`config.mk`:
```
export PLATFORM = sky130hd
export DESIGN_NAME = code_patch_unit
export DESIGN_NICKNAME = d
export VERILOG_FILES = /design/src/rtl/cpatch_pkg.sv /design/src/rtl/cpatch_regs.sv /design/src/rtl/cpatch_slice.sv /design/src/rtl/cpatch_prio.sv /design/src/rtl/code_patch_unit.sv
export SDC_FILE = /design/constraint.sdc
export NUM_CORES = 1
export LEC_CHECK = 0
export BUFFER_PORTS_ARGS = -buffer_cell sky130_fd_sc_hd__buf_2
export CAP_MARGIN = 20
export CORE_UTILIZATION = 60
export DETAILED_ROUTE_END_ITERATION = 8
export PLACE_DENSITY = 0.8
export RECOVER_POWER = 100
export SYNTH_ARGS = -nofsm -noshare
export SYNTH_HDL_FRONTEND = slang
export SYNTH_SLANG_ARGS = --single-unit
```
`constraint.sdc`:
```
create_clock -name clk -period 4.6 [get_ports clk]
set_input_delay 0.92 -clock clk [delete_from_list [all_inputs] [get_ports clk]]
set_output_delay 0.92 -clock clk [all_outputs]
set_load 0.005 [all_outputs]
```
`src/rtl/cpatch_pkg.sv`:
```
package cpatch_pkg;
    localparam int N_CODE  = 6;
    localparam int N_LIT   = 2;
    localparam int N_BANK  = 0;
    localparam int N_CMP   = N_CODE + N_LIT;
    localparam int IDX_W   = $clog2(N_CMP);
    localparam int BADDR_W = 4;
    localparam int DW      = 32;
    localparam int BASE_W  = 24;
    localparam int CMPW_W  = 27;
    localparam int IDX_CTRL  = 0;
    localparam int IDX_REMAP = 1;
    localparam int IDX_CMP0  = 2;

    typedef logic [1:0] mode_t;

    typedef struct packed {
        logic                       en;
        logic [BASE_W-1:0]          base;
        logic [N_CMP-1:0][DW-1:0]   cmp;
    } reg_state_t;
endpackage

```
`src/rtl/cpatch_regs.sv`:
```
module cpatch_regs
    import cpatch_pkg::*;
(
    input  logic                      clk,
    input  logic                      rst_n,
    input  logic                      bus_sel,
    input  logic                      bus_wr,
    input  logic [BADDR_W-1:0]        bus_addr,
    input  logic [DW-1:0]             bus_wdata,
    output logic [DW-1:0]             bus_rdata,
    output logic                      glob_en,
    output logic [BASE_W-1:0]         remap_base,
    output logic [N_CMP-1:0][DW-1:0]  cmp_cfg
);
    reg_state_t st_d, st_q;

    always_comb begin
        st_d = st_q;
        if (bus_sel && bus_wr) begin
            if (bus_addr == BADDR_W'(IDX_CTRL)) begin
                // keyed write: bit 1 must be set
                if (bus_wdata[1]) st_d.en = bus_wdata[0];
            end
            if (bus_addr == BADDR_W'(IDX_REMAP)) begin
                st_d.base = bus_wdata[28:5];
            end
            for (int i = 0; i < N_CMP; i++) begin
                if (bus_addr == BADDR_W'(IDX_CMP0 + i)) st_d.cmp[i] = bus_wdata;
            end
        end
    end

    always_ff @(posedge clk or negedge rst_n) begin
        if (!rst_n) st_q <= '0;
        else        st_q <= st_d;
    end

    always_comb begin
        bus_rdata = '0;
        if (bus_addr == BADDR_W'(IDX_CTRL)) begin
            bus_rdata = {18'd0, 2'(N_BANK), 4'(N_LIT), 4'(N_CODE), 3'b000, st_q.en};
        end
        if (bus_addr == BADDR_W'(IDX_REMAP)) begin
            bus_rdata = {3'b001, st_q.base, 5'b00000};
        end
        for (int i = 0; i < N_CMP; i++) begin
            if (bus_addr == BADDR_W'(IDX_CMP0 + i)) bus_rdata = st_q.cmp[i];
        end
    end

    assign glob_en    = st_q.en;
    assign remap_base = st_q.base;
    assign cmp_cfg    = st_q.cmp;
endmodule

```
`src/rtl/cpatch_slice.sv`:
```
module cpatch_slice
    import cpatch_pkg::*;
#(
    parameter bit IS_LIT = 1'b0
) (
    input  logic              gen_en,
    input  logic              cfg_en,
    input  mode_t             cfg_mode,
    input  logic [CMPW_W-1:0] cfg_word,
    input  logic [29:0]       acc_word,
    input  logic              acc_is_lit,
    output logic              hit,
    output mode_t             mode
);
    logic kind_ok;
    logic addr_ok;

    generate
        if (IS_LIT) begin : g_lit
            assign kind_ok = acc_is_lit;
            assign mode    = 2'b00;
        end else begin : g_code
            assign kind_ok = !acc_is_lit;
            assign mode    = cfg_mode;
        end
    endgenerate

    assign addr_ok = (acc_word[29:27] == 3'b000) && (acc_word[CMPW_W-1:0] == cfg_word);
    assign hit     = gen_en && cfg_en && kind_ok && addr_ok;
endmodule

```
`src/rtl/cpatch_prio.sv`:
```
module cpatch_prio
    import cpatch_pkg::*;
#(
    parameter int N  = N_CMP,
    parameter int IW = IDX_W
) (
    input  logic [N-1:0]  hits,
    input  mode_t [N-1:0] modes,
    output logic          any,
    output logic [IW-1:0] idx,
    output mode_t         mode
);
    always_comb begin
        any  = 1'b0;
        idx  = '0;
        mode = 2'b00;
        for (int i = N - 1; i >= 0; i--) begin
            if (hits[i]) begin
                any  = 1'b1;
                idx  = IW'(i);
                mode = modes[i];
            end
        end
    end
endmodule

```
`src/rtl/code_patch_unit.sv`:
```
module code_patch_unit
    import cpatch_pkg::*;
(
    input  logic               clk,
    input  logic               rst_n,
    input  logic               bus_sel,
    input  logic               bus_wr,
    input  logic [BADDR_W-1:0] bus_addr,
    input  logic [DW-1:0]      bus_wdata,
    output logic [DW-1:0]      bus_rdata,
    input  logic [29:0]        acc_word,
    input  logic               acc_is_lit,
    output logic               remap_hit,
    output logic [DW-1:0]      remap_addr,
    output logic               brk_lo,
    output logic               brk_hi
);
    logic                     glob_en;
    logic [BASE_W-1:0]        remap_base;
    logic [N_CMP-1:0][DW-1:0] cmp_cfg;
    logic [N_CMP-1:0]         hits;
    mode_t [N_CMP-1:0]        modes;
    logic                     win_any;
    logic [IDX_W-1:0]         win_idx;
    mode_t                    win_mode;

    cpatch_regs u_regs (
        .clk        (clk),
        .rst_n      (rst_n),
        .bus_sel    (bus_sel),
        .bus_wr     (bus_wr),
        .bus_addr   (bus_addr),
        .bus_wdata  (bus_wdata),
        .bus_rdata  (bus_rdata),
        .glob_en    (glob_en),
        .remap_base (remap_base),
        .cmp_cfg    (cmp_cfg)
    );

    for (genvar g = 0; g < N_CMP; g++) begin : g_cmp
        cpatch_slice #(.IS_LIT(g >= N_CODE)) u_slice (
            .gen_en     (glob_en),
            .cfg_en     (cmp_cfg[g][0]),
            .cfg_mode   (cmp_cfg[g][31:30]),
            .cfg_word   (cmp_cfg[g][28:2]),
            .acc_word   (acc_word),
            .acc_is_lit (acc_is_lit),
            .hit        (hits[g]),
            .mode       (modes[g])
        );
    end

    cpatch_prio #(.N(N_CMP), .IW(IDX_W)) u_prio (
        .hits  (hits),
        .modes (modes),
        .any   (win_any),
        .idx   (win_idx),
        .mode  (win_mode)
    );

    always_comb begin
        remap_hit  = win_any && (win_mode == 2'b00);
        brk_lo     = win_any && win_mode[0];
        brk_hi     = win_any && win_mode[1];
        remap_addr = '0;
        if (remap_hit) begin
            remap_addr = {3'b001, remap_base, 5'b00000} + (DW'(win_idx) << 2);
        end
    end
endmodule

```
-- Yosys cells after proc, flatten, opt, wreduce, memory -nomap -nowiden
Cells that the tools add are included.
- output and inout bits: 67
- input bits: 71
- word-level logic and storage cells: 111
- register bits after elaboration: 281
- multiplexer cells: 33
- reduce and logical (&&, ||, !) cells: 50
- $add $sub $neg: 1
- equal/unequal tests: 17
- operator list (operator ; count):
    32-bit two-way mux ; 9
    27-bit == test ; 8
    1-bit logical AND ; 36
    30-bit by 5-bit adder with 31-bit output ; 1
    30-bit two-way mux ; 1
    3-bit two-way mux ; 8
    2-bit AND reduction ; 9
    4-bit by 3-bit == test with 1-bit output, second input constant ; 4
    2-bit two-way mux ; 6
    10-bit two-way mux ; 1
    4-bit by 2-bit == test with 1-bit output, second input constant ; 2
    4-bit == test, second input constant ; 2
    1-bit two-way mux ; 8
    4-bit by 1-bit == test with 1-bit output, second input constant ; 1
    4-bit logical NOT ; 1
    3-bit logical NOT ; 1
    3-bit AND reduction ; 1
    2-bit logical NOT ; 1
    1-bit logical NOT ; 1

-- Depth between registers and ports, before layout
Gate-level depths: netlist of run 1.
- word-level depth: 13
- mapped depth: 11
- depth with buffers taken out: 7

-- By module
Synthesis of run 1 repeated with hierarchy kept, for this count alone.
- cell total of the unflattened synthesis: 1359
- area, all modules: 16405.7 um^2
- modules (own cells, without submodules) (module ; cells each ; times used ; seq. area each (um^2) ; area each (um^2)):
    cpatch_regs ; 950 ; 1 ; 7031.7 ; 12969.9
    cpatch_slice (g_cmp[0].u_slice ...) ; 40 ; 6 ; 0.0 ; 325.3
    cpatch_slice (g_cmp[6].u_slice ...) ; 41 ; 2 ; 0.0 ; 331.6
    code_patch_unit ; 45 ; 1 ; 0.0 ; 588.1
    cpatch_prio ; 42 ; 1 ; 0.0 ; 232.7

-- Worst setup path after synthesis of run 1
Ideal clock, no wire load.
- kind: input -> output
- start point: in acc_word[3]
- end point: out remap_addr[29]
- stages: 10
- slack: 487 ps
- data arrival time: 3193 ps
- buffers on the path: 3
- data required time: 3680 ps
- path through: buf_2 xnor2_1 nand4_1 or4_1 a211o_1 o2111a_1 o221ai_2 buf_2 nor2_1 buf_4
- longest elaborated chain between the ends: 13
- elaborated cells between the ends (all ways): 50
- classes of those cells: 1 x add/sub; 8 x eq/ne; 23 x mux; 18 x reduce/logical
- ends and longest elaborated chain (element ; RTL line ; text):
    from (decl) ; code_patch_unit.sv:11 ; input logic [29:0] acc_word,
    27-bit == test ; cpatch_slice.sv:28 ; assign addr_ok = (acc_word[29:27] == 3'b000) && (acc_word[CMPW_W-1:0] == cfg_word);
    1-bit logical AND ; cpatch_slice.sv:28 ;
    1-bit logical AND ; cpatch_slice.sv:29 ; assign hit = gen_en && cfg_en && kind_ok && addr_ok;
    1-bit two-way mux (8 in a row) ; cpatch_prio.sv:18 ; if (hits[i]) begin
    1-bit logical AND * ; code_patch_unit.sv:62 ; remap_hit = win_any && (win_mode == 2'b00);
    net remap_hit ; code_patch_unit.sv:13 ; output logic remap_hit,
    32-bit two-way mux * ; code_patch_unit.sv:66 ; if (remap_hit) begin
    to (decl) ; code_patch_unit.sv:14 ; output logic [DW-1:0] remap_addr,
Mark *: on every way through the listed nets, which the timed path passes. The rest lies on a longest branch.

-- Worst setup path after layout of run 1
- start point: in acc_word[10]
- end point: out remap_addr[22]
- longest elaborated chain between the ends: 13
- elaborated cells between the ends (all ways): 50
- classes of those cells: 1 x add/sub; 8 x eq/ne; 23 x mux; 18 x reduce/logical
- ends and longest elaborated chain (element ; RTL line):
    27-bit == test ; cpatch_slice.sv:28
    1-bit logical AND ; cpatch_slice.sv:28
    1-bit logical AND ; cpatch_slice.sv:29
    3-bit two-way mux or 1-bit two-way mux (tied branches) (8 in a row) ; cpatch_prio.sv:18
    30-bit by 5-bit adder with 31-bit output or 1-bit logical AND (tied branches) ; code_patch_unit.sv:67, code_patch_unit.sv:62
    32-bit two-way mux * ; code_patch_unit.sv:66
Mark *: on every way between the ends. The rest lies on a longest branch, timed or not.

==> metrics.md, run 1 <==
| Metric | Value |
|---|---|
| Status | finished, violations left |
| Failing checks | capacitance limit, slew limit, setup timing |
| Endpoint class of the critical path | primary output |
| Max Cap Viol | 6 |
| Drt initial violations | 1499 |
| Post-detail-place hpwl | 37900 um |
| Die Y | 162 um |
| Critical path depth | 10 |
| Lkg Pwr | 7.51 nW |
| Hold Path Stages | 1 |
| Adder-Cell Fraction of Synth Area | 0% |
| Clock tree buffer depth | 3 |
| CTS Root Cell | clkbuf_16 |
| F_max | 216 MHz |
| TritonCTS Buffers | 30 |
| Maximum fanout along the worst path | 13 |
| Syn_area_per_cell | 11.6 sq um |
| Number of flops mapped to enable cells by yosys | 0 |
| First-pass GRT wire length | 79100 um |
| Kind of critical path | primary input to primary output |
| Fill cells | 1879 |
| Drt first pass iters | 9 |
| Reg2Reg Depth | 1 |
| Dpl cells | 1772 |
| Initial antenna violation count | 1 |
| Nets@finish | 1545 |
| Worst min path class | flip-flop to flip-flop |
| Async S/R FF share, synth | 100% |
| Slew margin rel. | -97.5% |
| Final setup violation count | 4 |
| Pin count of the biggest net entering global routing | 115 |
| Post-synthesis simple-gate area fraction | 8.29% |
| CTS Sinks | 281 |
| Crit path top cell by count | buf_2 |
| Die W | 162 um |
| Worst-Margin Slew | 2.96 ns |
| CP max-delay cell | or4_1 |
| Place WS | -0.000859 ns |
| Via count | 12300 |
| WL/cell | 29.2 um |
| Largest family of logic cells by synthesized area | multiplexers |
| CTS HTree Levels | 1 |
| Non-filler cells, final | 1826 |
| Worst VDD drop | 343 uV |
| Post-cts hold buffer count | 0 |
| Total power | 7.61 mW |
| Synth cell types | 47 |
| Routed wire length | 53400 um |
| Cell area after synthesis | 0.0153 sq mm |
| Layout cells sized above 1 | 37.2% |
| Post-route clock period utilization | 101% |
| CP arrival | 3.71 ns |
| Ys flop type | dfrtp_1 |
| Total grt overflow | 0 |
| Synth Register Bits | 281 |
| CTS clk-pin slew, worst paths | 0.06 ns |
| Final Hold Slack | 0.505 ns |
| WP buf/inv | 3 |
| Final hold violations | 0 |
| CP Data Required Time | 3.68 ns |
| Final worst-path setup slack | -0.0344 ns |
| Gr usage total | 41.4% |
| Number of setup buffers added after CTS | 0 |
| Critical path's top delay family | simple AND/OR/NAND/NOR gates |
| Final Max Tran Viols | 201 |
| Synth Area in XOR/XNOR | 12.3% |
| Area grow syn2layout | 14.7% |
| Initial Utilization | 61.1% |
| Clk Latency, worst-skew pair | 0.57 ns |
| Unrepaired setup endpoints after global routing | yes |
| Final instance area | 0.0176 sq mm |
| Clock tree from TritonCTS | done |
| Die area | 0.0262 sq mm |
| DR DRC count | 0 |
| Number of global-route vias before repair | 12000 |
| Total I/O pin count | 138 |
| # port buffers | 133 |
| Post-route ant nets | 0 |
| Gate count of the mapped netlist | 1322 |
| Crit path cell chain | buf_2 -> xnor2_1 -> nand4_1 -> or4_1 -> or2_1 -> o211a_1 -> a32o_2 -> buf_4 -> nor3_1 -> buf_2 |
| # rows | 58 |
| Gp weighted congestion | 1.09 |
| Synth Warn # | 0 |
| Post-synthesis sequential area ratio | 45.8% |
| Dpl cell area | 0.0168 sq mm |
| Core area | 0.0251 sq mm |
| Critical Path Source Type | primary input |
| Mux contribution to synthesized area | 22.2% |
| Clock Skews | 0 ns |
| Power Density | 432 mW/mm^2 |
| Post-synthesis compound-gate area fraction | 7.75% |
| Via density | 6.72 |
| # diodes | 0 |
| Final min period | 4.63 ns |
| CP max stage delay | 0.61 ns |
## cell families (layout without fill, tap and decap cells)
kind of cell / Yosys count / after routing
muxes: 303 / 303
and+or+nand+nor: 232 / 232
xor gates and xnor gates: 216 / 216
AOI/OAI and AO/OA: 163 / 163
buffers and inverters: 126 / 297
DFF: 281 / 281
other: 1 / 4
## layout make-up
cell class / count / area (sq um) / share of cell area, %
repair buffers: 213 / 1200 / 6.81
clock buffers: 48 / 908 / 5.16
multi-input cells: 918 / 7880 / 44.7
clock inverters: 6 / 66.3 / 0.377
inverters: 30 / 113 / 0.640
well taps: 330 / 413 / 2.34
flip-flops and latches: 281 / 7030 / 39.9
## power by group
| group | switching (mW) | internal (mW) | leakage [nW] |
|---|---|---|---|
| clock network | 1.02 | 1.40 | 0.482 |
| logic | 0.903 | 0.862 | 3.44 |
| registers | 0.470 | 2.96 | 3.59 |
## flip-flops by register name, indices dropped and copies added, names as in the netlist
register,count
u_regs.cmp_cfg,256
u_regs.glob_en,1
u_regs.remap_base,24
## synthesized netlist by cell type, drive strengths merged, types with 2 or more instances
cell	count	area share, %
a31oi	3	0.12
o21ai	38	1.2
or2	5	0.20
mux2i	3	0.20
a21oi	11	0.36
nand4	62	2.5
nand2	60	1.5
nor4	11	0.45
a211oi	2	0.098
clkbuf	53	1.3
nand3	19	0.62
a222oi	12	0.78
o22ai	2	0.082
o2111ai	3	0.17
nand2b	6	0.26
nor2b	4	0.16
nor2	27	0.66
nor4b	3	0.35
a22oi	60	2.9
a221o	5	0.33
xnor2	216	12
a221oi	18	1.0
or4	6	0.29
inv	30	0.73
dfrtp	281	46
mux2	300	22
nor3	28	1.2
buf	43	1.5
## layout by cell type, fill, tap and decap left out, drive strengths merged, types with 28 or more instances in the layout
cell / netlist / layout
mux2: 300 / 300
dfrtp: 281 / 281
xnor2: 216 / 216
buf: 43 / 167
clkbuf: 53 / 94
nand4: 62 / 62
nand2: 60 / 60
a22oi: 60 / 60
o21ai: 38 / 38
inv: 30 / 30
nor3: 28 / 28
## metal layers
metal  up-vias  global-route usage [%]  routed length (um)
met5         -                       0                   0
li1       5095                       -                   -
met1      6146                    56.8               20400
met2       821                    62.1               23400
met3       202                    9.04                6270
met4         0                    20.7                3310
## worst paths after layout
| path | startpoint | end | slack [ns] |
|---|---|---|---|
| worst max register to register | u_regs.cmp_cfg[247]$_DFFE_PN0P_ | u_regs.cmp_cfg[247]$_DFFE_PN0P_ | 3.70 |
| max in group asynchronous | rst_n | u_regs.cmp_cfg[160]$_DFFE_PN0P_ | 0.86 |
| min in group asynchronous | rst_n | u_regs.cmp_cfg[41]$_DFFE_PN0P_ | 1.25 |
| worst min register to register | u_regs.remap_base[10]$_DFFE_PN0P_ | u_regs.remap_base[10]$_DFFE_PN0P_ | 0.51 |
| worst min-delay path | u_regs.remap_base[10]$_DFFE_PN0P_ | u_regs.remap_base[10]$_DFFE_PN0P_ | 0.51 |
| worst max-delay path | acc_word[10] | remap_addr[22] | -0.03 |
## what timing repair did
item                                    CTS  global route
gates resized for setup                   2             7
pin swaps                                 0             1
endpoints found under the setup margin    9            27
## metrics by stage
stage                      TNS [ns]  utilization (%)
after floorplan                   0                -
after global placement            0             66.7
after detailed placement  -0.000859             66.7
after CTS                         0             70.7
after global routing        -0.0653             70.1
final                       -0.0865             70.1
(Power assumes the default switching activity.)
==> run 2: changes to the inputs <==
--- a/config.mk
+++ b/config.mk
@@ -5,12 +5,14 @@
 export SDC_FILE = /design/constraint.sdc
 export NUM_CORES = 1
 export LEC_CHECK = 0
+export ABC_AREA = 0
 export BUFFER_PORTS_ARGS = -buffer_cell sky130_fd_sc_hd__buf_2
 export CAP_MARGIN = 20
 export CORE_UTILIZATION = 60
 export DETAILED_ROUTE_END_ITERATION = 8
 export PLACE_DENSITY = 0.8
 export RECOVER_POWER = 100
+export REMOVE_ABC_BUFFERS = 1
 export SYNTH_ARGS = -nofsm -noshare
 export SYNTH_HDL_FRONTEND = slang
 export SYNTH_SLANG_ARGS = --single-unit
==> metrics.md, run 2 (synthesis gave the netlist of run 1 again) <==
| Metric | Value |
|---|---|
| Status | finished, violations left |
| Failing checks | capacitance limit, slew limit |
| Dpl cell area | 0.0169 sq mm |
| Post-detail-place hpwl | 36500 um |
| Clock Skews | 0 ns |
| Initial Utilization | 61.1% |
| Max Cap Viol | 8 |
| Total grt overflow | 0 |
| CTS Root Cell | clkbuf_16 |
| Layout Utilization | 70.6% |
| Post-route ant nets | 0 |
| CP Data Required Time | 3.68 ns |
| Final worst-path setup slack | 0.0517 ns |
| Worst VDD drop | 337 uV |
| Final hold violations | 0 |
| Most frequent cells in the layout | 300 x mux2_2, 281 x dfrtp_1, 215 x xnor2_1 |
| Hold Startpoint | u_regs.remap_base[9]$_DFFE_PN0P_ |
| Slew margin rel. | -105% |
| Number of setup buffers added after CTS | 0 |
| Setup crit start | acc_word[4] |
| Number of global-route vias before repair | 12300 |
| # rows | 58 |
| Most common cell after layout, fill and taps aside | mux2_2 |
| Max reg flops | 256 |
| Drt initial violations | 1383 |
| Pin count of the biggest net entering global routing | 118 |
| Clk Latency, worst-skew pair | 0.56 ns |
| Endpoint class of the critical path | primary output |
| Final Hold Slack | 0.503 ns |
| TritonCTS Buffers | 30 |
| Maximum fanout along the worst path | 7 |
| Place WS | 0.0885 ns |
| Area grow syn2layout | 15.5% |
| Final instance area | 0.0177 sq mm |
| F_max | 220 MHz |
| R2R Path Start | u_regs.cmp_cfg[159]$_DFFE_PN0P_ |
| Kind of critical path | primary input to primary output |
| CP arrival | 3.63 ns |
| Layout cells sized above 1 | 36.9% |
| Total I/O pin count | 138 |
| # port buffers | 133 |
| First-pass GRT wire length | 76000 um |
| Gr usage total | 39.5% |
| Die W | 162 um |
| Via density | 6.61 |
| Clk network pwr share | 33.4% |
| Drt first pass iters | 5 |
| Fill cells | 1834 |
| Worst min path class | flip-flop to flip-flop |
| Gp weighted congestion | 1.02 |
| CTS clk-pin slew, worst paths | 0.06 ns |
| CTS Sinks | 281 |
| Core area | 0.0251 sq mm |
| Seq pwr share | 44.4% |
| P_int | 5.35 mW |
| CTS HTree Levels | 1 |
| Die Y | 162 um |
| Via count | 12200 |
| Logic pwr share | 22.2% |
| Die area | 0.0262 sq mm |
| Final Max Tran Viols | 257 |
| Sw Share | 30.4% |
| Worst-Margin Slew | 3.07 ns |
| Initial antenna violation count | 2 |
| WL/cell | 27.6 um |
| DR DRC count | 0 |
| Sw power | 2.33 mW |
| Routed wire length | 51000 um |
| Lkg Pwr | 7.54 nW |
| Final min period | 4.55 ns |
| Post-route clock period utilization | 98.9% |
| Nets@finish | 1561 |
| Critical Path Source Type | primary input |
| Clock tree buffer depth | 3 |
| Final setup violation count | 0 |
| Power Density | 433 mW/mm^2 |
| Clock tree from TritonCTS | done |
## run 2: cell types whose count changed in the layout (fill, tap and decap cells not counted), sizes merged
cell and delta:
clkbuf +10, clkinv +7, buf -3, bufinv +3
diode +2, clkinvlp +1
## run 2: worst max-delay path: stages
cell     delay [ns]
buf_2          0.14
xnor2_1        0.20
buf_4          0.18
nand4_1        0.17
or4_1          0.56
or2_4          0.31
o211a_1        0.21
a32o_2         0.33
nor4b_1        0.42
buf_2          0.19
## run 2: final cells by class
cell class | count | area (sq um) | share of cell area [%]
sequential | 281 | 7030 | 39.7
tap | 330 | 413 | 2.33
clock inverter | 17 | 188 | 1.06
clock buffer | 39 | 856 | 4.83
multi-input combinational | 918 | 7800 | 44.0
antenna | 2 | 5.00 | 0.0282
inverter | 30 | 113 | 0.635
timing repair buffer | 229 | 1320 | 7.46
## run 2: power groups by stage
stage	combinational (mW)	sequential [mW]	clock [mW]
floorplan	1.03	3.31	0
global placement	1.64	3.40	0
detailed placement	1.68	3.43	0
CTS	1.70	3.39	2.57
global route	1.80	3.47	2.66
finish	1.71	3.41	2.56
## run 2: path summary, 6_finish.rpt
kind                                                          to  slack (ns)  cells after the start
worst min-delay path            u_regs.remap_base[9]$_DFFE_PN0P_        0.50                      1
worst max register to register   u_regs.cmp_cfg[159]$_DFFE_PN0P_        3.76                      1
worst min register to register  u_regs.remap_base[9]$_DFFE_PN0P_        0.50                      1
max in group asynchronous         u_regs.cmp_cfg[76]$_DFFE_PN0P_        0.72                      2
worst max-delay path                               remap_addr[4]        0.05                     10
min in group asynchronous        u_regs.cmp_cfg[221]$_DFFE_PN0P_        1.30                      1
## run 2: through the flow
| stage | cells | total power, mW | setup TNS [ns] |
|---|---|---|---|
| 3_5_place_dp | 1788 | 5.11 | 0 |
| 2_1_floorplan | 1229 | 4.34 | -7.02 |
| 6_report | 1846 | 7.68 | 0 |
| 3_3_place_gp | 1788 | 5.04 | 0 |
| 4_1_cts | 1844 | 7.66 | 0 |
| 5_1_grt | 1844 | 7.93 | -0.000408 |
## run 2: timing repair
item,CTS,global route
endpoints found under the setup margin,0,18
gates resized for setup,0,4
hold buffers,0,0
## run 2: metal layers
layer  global-route usage [%]  vias to the layer above  part of all wire (%)
li1                         -                     5124                     -
met1                     52.5                     6147                    38
met2                     62.0                      765                    46
met3                     8.53                      161                    11
met4                     18.4                        0                   4.8
met5                        0                        -                     0
